==> config.mk <==
export PLATFORM = sky130hd
export DESIGN_NAME = pnp_key_detect
export DESIGN_NICKNAME = d
export VERILOG_FILES = /design/src/rtl/pnp_key_pkg.sv /design/src/rtl/key_lfsr.sv /design/src/rtl/match_counter.sv /design/src/rtl/index_reg.sv /design/src/rtl/pnp_key_detect.sv
export SDC_FILE = /design/constraint.sdc
export NUM_CORES = 1
export LEC_CHECK = 0
export BUFFER_PORTS_ARGS = -buffer_cell sky130_fd_sc_hd__buf_2
export CAP_MARGIN = 20
export CORE_MARGIN = 2
export CORE_UTILIZATION = 25
export DETAILED_ROUTE_END_ITERATION = 12
export SYNTH_ARGS = -nofsm -noshare
export SYNTH_HDL_FRONTEND = slang
export SYNTH_HIERARCHICAL = 1
export SYNTH_SLANG_ARGS = --single-unit
==> constraint.sdc <==
create_clock -name clk -period 0.8 [get_ports clk]
set_clock_uncertainty 0.05 [all_clocks]
set_input_delay 0.04 -clock clk [delete_from_list [all_inputs] [get_ports clk]]
set_output_delay 0.04 -clock clk [all_outputs]
set_load 0.005 [all_outputs]
==> src/rtl/pnp_key_pkg.sv <==
package pnp_key_pkg;

  typedef enum logic [1:0] {
    PH_WAIT_KEY = 2'b00,
    PH_SLEEP    = 2'b01,
    PH_ISOLATE  = 2'b10,
    PH_CONFIG   = 2'b11
  } pnp_phase_e;

  localparam int unsigned   KEY_BYTES = 32;
  localparam logic [7:0]    KEY_SEED  = 8'h6A;

endpackage

==> src/rtl/key_lfsr.sv <==
module key_lfsr #(
  parameter int unsigned W    = 8,
  parameter logic [W-1:0] SEED = '0
) (
  input  logic         clk,
  input  logic         rst_n,
  input  logic         adv,
  input  logic         reload,
  output logic [W-1:0] q
);

  logic [W-1:0] q_next;
  logic         fb;

  assign fb = q[1] ^ q[0];

  always_comb begin
    q_next = q;
    if (reload) begin
      q_next = SEED;
    end else if (adv) begin
      q_next = {fb, q[W-1:1]};
    end
  end

  always_ff @(posedge clk or negedge rst_n) begin
    if (!rst_n) begin
      q <= SEED;
    end else if (reload || adv) begin
      q <= q_next;
    end
  end

endmodule

==> src/rtl/match_counter.sv <==
module match_counter #(
  parameter int unsigned LEN   = 32,
  localparam int unsigned CNT_W = $clog2(LEN)
) (
  input  logic             clk,
  input  logic             rst_n,
  input  logic             hit,
  input  logic             miss,
  output logic [CNT_W-1:0] cnt,
  output logic             last
);

  logic [CNT_W-1:0] cnt_next;

  assign last = (cnt == CNT_W'(LEN - 1));

  always_comb begin
    cnt_next = cnt;
    if (miss) begin
      cnt_next = '0;
    end else if (hit) begin
      cnt_next = last ? '0 : cnt + CNT_W'(1);
    end
  end

  always_ff @(posedge clk or negedge rst_n) begin
    if (!rst_n) begin
      cnt <= '0;
    end else if (hit || miss) begin
      cnt <= cnt_next;
    end
  end

endmodule

==> src/rtl/index_reg.sv <==
module index_reg #(
  parameter int unsigned W = 8
) (
  input  logic         clk,
  input  logic         rst_n,
  input  logic         load,
  input  logic [W-1:0] d,
  output logic [W-1:0] q
);

  always_ff @(posedge clk or negedge rst_n) begin
    if (!rst_n) begin
      q <= '0;
    end else if (load) begin
      q <= d;
    end
  end

endmodule

==> src/rtl/pnp_key_detect.sv <==
module pnp_key_detect
  import pnp_key_pkg::*;
#(
  parameter int unsigned DATA_W = 8,
  parameter int unsigned KEY_LEN = KEY_BYTES,
  parameter logic [DATA_W-1:0] SEED = KEY_SEED,
  localparam int unsigned CNT_W = $clog2(KEY_LEN)
) (
  input  logic              clk,
  input  logic              rst_n,
  input  logic              wr_stb,
  input  logic [DATA_W-1:0] wr_data,
  input  logic [1:0]        phase,
  output logic              key_done,
  output logic [DATA_W-1:0] reg_index
);

  // Reset synchronizer: asserts asynchronously, releases on a clock edge
  logic [1:0] rst_sync;
  logic       rst_sync_n;

  always_ff @(posedge clk or negedge rst_n) begin
    if (!rst_n) begin
      rst_sync <= '0;
    end else begin
      rst_sync <= {rst_sync[0], 1'b1};
    end
  end

  assign rst_sync_n = rst_sync[1];

  // Write classification
  pnp_phase_e       ph;
  logic             in_wait_key;
  logic             key_wr;
  logic             idx_wr;
  logic             hit;
  logic             miss;
  logic             wrap;
  logic             done_next;
  logic [DATA_W-1:0] expect_byte;
  logic [CNT_W-1:0] match_cnt;
  logic             cnt_last;

  assign ph          = pnp_phase_e'(phase);
  assign in_wait_key = (ph == PH_WAIT_KEY);
  assign key_wr      = wr_stb && in_wait_key;
  assign idx_wr      = wr_stb && !in_wait_key;
  assign hit         = key_wr && (wr_data == expect_byte);
  assign miss        = key_wr && (wr_data != expect_byte);
  assign wrap        = hit && cnt_last;
  assign done_next   = wrap;

  key_lfsr #(
    .W    (DATA_W),
    .SEED (SEED)
  ) u_lfsr (
    .clk    (clk),
    .rst_n  (rst_sync_n),
    .adv    (hit),
    .reload (miss || wrap),
    .q      (expect_byte)
  );

  match_counter #(
    .LEN (KEY_LEN)
  ) u_cnt (
    .clk   (clk),
    .rst_n (rst_sync_n),
    .hit   (hit),
    .miss  (miss),
    .cnt   (match_cnt),
    .last  (cnt_last)
  );

  index_reg #(
    .W (DATA_W)
  ) u_idx (
    .clk   (clk),
    .rst_n (rst_sync_n),
    .load  (idx_wr),
    .d     (wr_data),
    .q     (reg_index)
  );

  always_ff @(posedge clk or negedge rst_sync_n) begin
    if (!rst_sync_n) begin
      key_done <= 1'b0;
    end else begin
      key_done <= done_next;
    end
  end

endmodule

# Yosys cells after proc, flatten, opt, wreduce, memory -nomap -nowiden
# Cells that the tools add are included.
# op_classes
eq_ne,3
n_addsub,1
muxes,5
bitwise,1
reduce_logical,14
# ops
cell,count
$mux W8,2
$mux W5,3
$eq A8 B8 Y1,1
$ne A8 B8 Y1,1
$add A5 B1 Y5 const B,1
$eq A5 B5 Y1 const B,1
$logic_and A1 B1 Y1,5
$reduce_and A2 Y1,2
$reduce_bool A2 Y1,2
$logic_or A1 B1 Y1,3
$logic_not A2 Y1,1
$logic_not A1 Y1,1
$xor A1 B1 Y1,1
# word_totals
in_bits,13
output_inout_bits,9
elab_cells,29
ff_bits,24

# Longest topological paths before layout
# depth
ltp_word,7
mapped_depth,7
mapped_depth_nobuf,6

# Modules after synthesis
# The synthesis kept the hierarchy.
# modules_own_cells
module,cells_each,n_inst,seq_area_each_um2,area_each_um2
key_lfsr,27,1,205.2,347.8
index_reg,17,1,200.2,331.6
match_counter,26,1,125.1,294.0
pnp_key_detect,24,1,75.1,225.2

# Worst setup path after synthesis
# No wires, ideal clock.
# synth_path
path_kind,flip-flop to flip-flop
from,register u_lfsr.q[1]
to,register u_cnt.cnt[3]
arrival_ns,1.951
t_required_ns,0.672
stages_incl_launch_ff,8
path_slack_ns,-1.279
path_buffers,1
setup_ns,0.078
synth_period_minus_slack_ns,2.079
cell_sequence,dfstp_2 -> xnor2_1 -> nand4_1 -> nor3_1 -> buf_6 -> nand2b_4 -> or3_1 -> a21oi_1
# synth_via
elab_chain_cells,4
elab_cells_between_ends,8
cone_classes,2 x eq/ne; 1 x mux; 5 x reduce/logical
# synth_lines
element,line,source
"start, declared",key_lfsr.sv:9,output logic [W-1:0] q
"start signal, assigned",key_lfsr.sv:30,q <= q_next;
$eq A8 B8 Y1 *,pnp_key_detect.sv:49,assign hit = key_wr && (wr_data == expect_byte);
$logic_and A1 B1 Y1 *,pnp_key_detect.sv:49,
via hit,pnp_key_detect.sv:37,logic hit;
$reduce_bool A2 Y1 (no source line) or $logic_or A1 B1 Y1 (tied branches),-,
$reduce_and A2 Y1 (no source line) *,-,
"end signal, assigned",match_counter.sv:30,cnt <= cnt_next;
"end, declared",match_counter.sv:9,"output logic [CNT_W-1:0] cnt,"
# The timed path passes the listed nets; every way through them passes the cells marked *.
# A chain may end at the register's enable or synchronous reset.

# Worst setup path after layout
# layout_path
from,register u_lfsr.q[5]
to,register u_cnt.cnt[3]
# The elaborated chain is that of the path after synthesis.

==> results.cfg <==
[outcome]
status = complete, but fails checks
violations = negative hold slack, negative setup slack

[synthesis]
syn_area_um2 = 1200
yosys_warnings = 6
synth_area_per_cell_um2 = 12.8
synth_edf_count = 0
async_flop_share_pct = 100
synth_cell_type_count = 31
ys_seq_elements = 24
seq_area_frac_synth_pct = 50.5
synth_flop_cell = dfrtp_1
syn_nets = 109
netlist_instances = 94

[critical_path]
crit_chain = xnor2_2 > nand4_1 > nor3_4 > buf_6 > nand2b_4 > or3_1 > a21oi_2
end_kind = flip-flop
worstPathMaxFanout = 5
worst_ep_arrival_time_ns = 2.02
critical_path_class = flip-flop to flip-flop
critPathTopFamily = simple AND/OR/NAND/NOR gates
max_stage_delay_ns = 0.57
critPathLaunchType = flip-flop
crit_slowest_cell = dfstp_2
cp.required_ns = 0.96
worst-path-buf-inv = 1

[sta]
period_share_pct = 233
final_hold_viol_count = 3
setup_ws_ns = -1.07
finalSetupViolations = 31
period_needed_ns = 1.87
rsz0062_at_grt = true
fin_tns_setup_ns = -14.31
finalMaxSlewViolations = 0
hold_ws_ns = -0.0218
fmax_ghz = 0.536

[place]
hpwlAfterDp_um = 2030
gp_congestion = 0.729
io_buffers = 21
pre_cts_slack_ns = -1.09

[route]
wl_per_cell_um = 13.3
detailroute.via_count = 902
drcViolationCount = 0
antenna_left = 0
drtPass1Iterations = 4
drt_iter0_markers = 36
via_per_inst = 4.49
wl_um = 2680

[clock_network]
cts_buffers = 3
clock_latency_ns = 0.27
cts_root_buffer = clkbuf_8
ctsLongestPathBuffers = 2
hold_buffers = 1
cts_tree = done
clkTransAtPathRegs_ns = 0.09
clock_sinks = 24
cts_max_level = 1

[floorplanning]
io_pins = 22
die_w_um = 73.2
start_util_pct = 25.7
core-area_um2 = 4660
die_y_um = 73.2
fp-row-count = 25
dieArea_um2 = 5360

[grt]
first_global_vias = 1002
gr-usage-all-layers_pct = 11.1
grt.overflow.total = 0
grt_first_pass_wirelength_um = 4500
grt_max_degree = 23
antenna_found_initial = 0

[cells_and_area]
fin_nets = 163
drive_above_1_share_pct = 60.5
syn_to_final_growth_pct = 44.4
final_common_cell = buf_4
post-route-util_pct = 37.1
diodes = 0
final_cell_mix = 28 x buf_4, 21 x buf_2, 20 x dfrtp_1

[power_and_ir_drop]
p_leak_nw = 0.812
vdd_drop_max_mv = 0.570
power.density_nw_per_um2 = 1400
total_power_mw = 2.41

[hold_path]
hp-class = primary input to flip-flop

[job]
drv_cap = 0
-- path summary, 6_finish.rpt --
path / from / slack, ns / end / cells after the start
min in group asynchronous: rst_n / 0.02 / rst_sync[0]$_DFF_PN0_ / 2
max in group asynchronous: rst_sync[1]$_DFF_PN0_ / 0.31 / u_lfsr/q[3]$_DFFE_PN1P_ / 1
hold / removal: wr_data[4] / -0.02 / u_idx/q[4]$_DFFE_PN0P_ / 2
hold reg to reg: rst_sync[1]$_DFF_PN0_ / 0.16 / u_idx/q[5]$_DFFE_PN0P_ / 1
setup reg to reg: u_lfsr/q[5]$_DFFE_PN1P_ / -1.07 / u_cnt/cnt[3]$_DFFE_PN0P_ / 7
setup / recovery: u_lfsr/q[5]$_DFFE_PN1P_ / -1.07 / u_cnt/cnt[3]$_DFFE_PN0P_ / 7
-- routing by layer --
metal | vias up | wire [um] | share of wire (%) | track usage, %
met1 | 444 | 1030 | 38 | 11.7
li1 | 437 | - | - | -
met5 | - | 0 | 0 | 0
met3 | 5 | 73 | 2.7 | 2.07
met4 | 0 | 53 | 2.0 | 6.38
met2 | 16 | 1520 | 57 | 20.4
-- cell usage after synthesis (2+ instances only) --
cell type	count	area (um^2)
dfrtp_1	20	500
nor2_1	9	33.8
buf_6	3	33.8
inv_1	2	7.51
a21oi_1	3	15.0
ha_1	2	25.0
and4_1	2	17.5
nand4_1	2	12.5
dfstp_2	4	105
mux2_4	8	120
a211o_2	3	30.0
xnor2_1	9	78.8
nor2b_1	4	25.0
mux2i_1	5	50.1
a31oi_1	2	12.5
-- final cells by class --
class / count / area, um^2
clock buffer: 4 / 45.0
inverter: 2 / 7.51
fill: 445 / 2930
multi-input combinational: 64 / 637
tap: 54 / 67.6
sequential: 24 / 606
timing repair buffer: 53 / 368
-- report_power, final --
part	switching, mW	internal, mW
clock network	0.385	0.356
logic	0.149	0.212
registers	0.0353	1.28
total	0.570	1.84
-- metrics by stage --
| stage | instance area (um^2) | instances |
|---|---|---|
| 6_report | 1730 | 201 |
| 5_1_grt | 1730 | 201 |
| 4_1_cts | 1710 | 200 |
| 3_5_place_dp | 1590 | 193 |
| 3_3_place_gp | 1590 | 193 |
| 2_1_floorplan | 1230 | 94 |
-- kinds of logic (layout without fill, tap and decap cells) --
group | count (synthesis) | after routing | synth area share (%)
xor gates and xnor gates | 9 | 9 | 6.58
DFF | 24 | 24 | 50.5
adders and majority gates | 2 | 2 | 2.09
buffers and inverters | 6 | 59 | 3.76
and+or+nand+nor | 26 | 26 | 14.6
other | 1 | 1 | 0.313
muxes | 14 | 14 | 15.1
AOI/OAI and AO/OA | 12 | 12 | 6.99
-- state kept, by name, summed over array words and instances (netlist names) --
| register | flops |
|---|---|
| u_idx/q | 8 |
| rst_sync | 2 |
| key_done | 1 |
| u_lfsr/q | 8 |
| u_cnt/cnt | 5 |
-- repair_timing --
item | CTS | global route
setup buffers | 3 | 2
setup endpoints to repair | 31 | 31
cloned | 0 | 0
endpoints found under the hold margin | 6 | 2
resized for setup | 8 | 5
pin swaps | 8 | 5
-- worst register-to-register path: stages (launching register included) --
cell and delay (ns):
dfstp_2 0.57, xnor2_2 0.12, nand4_1 0.20, nor3_4 0.23, buf_6 0.14, nand2b_4 0.05, or3_1 0.32, a21oi_2 0.12
Note: power is estimated with default switching activity, not from simulation.
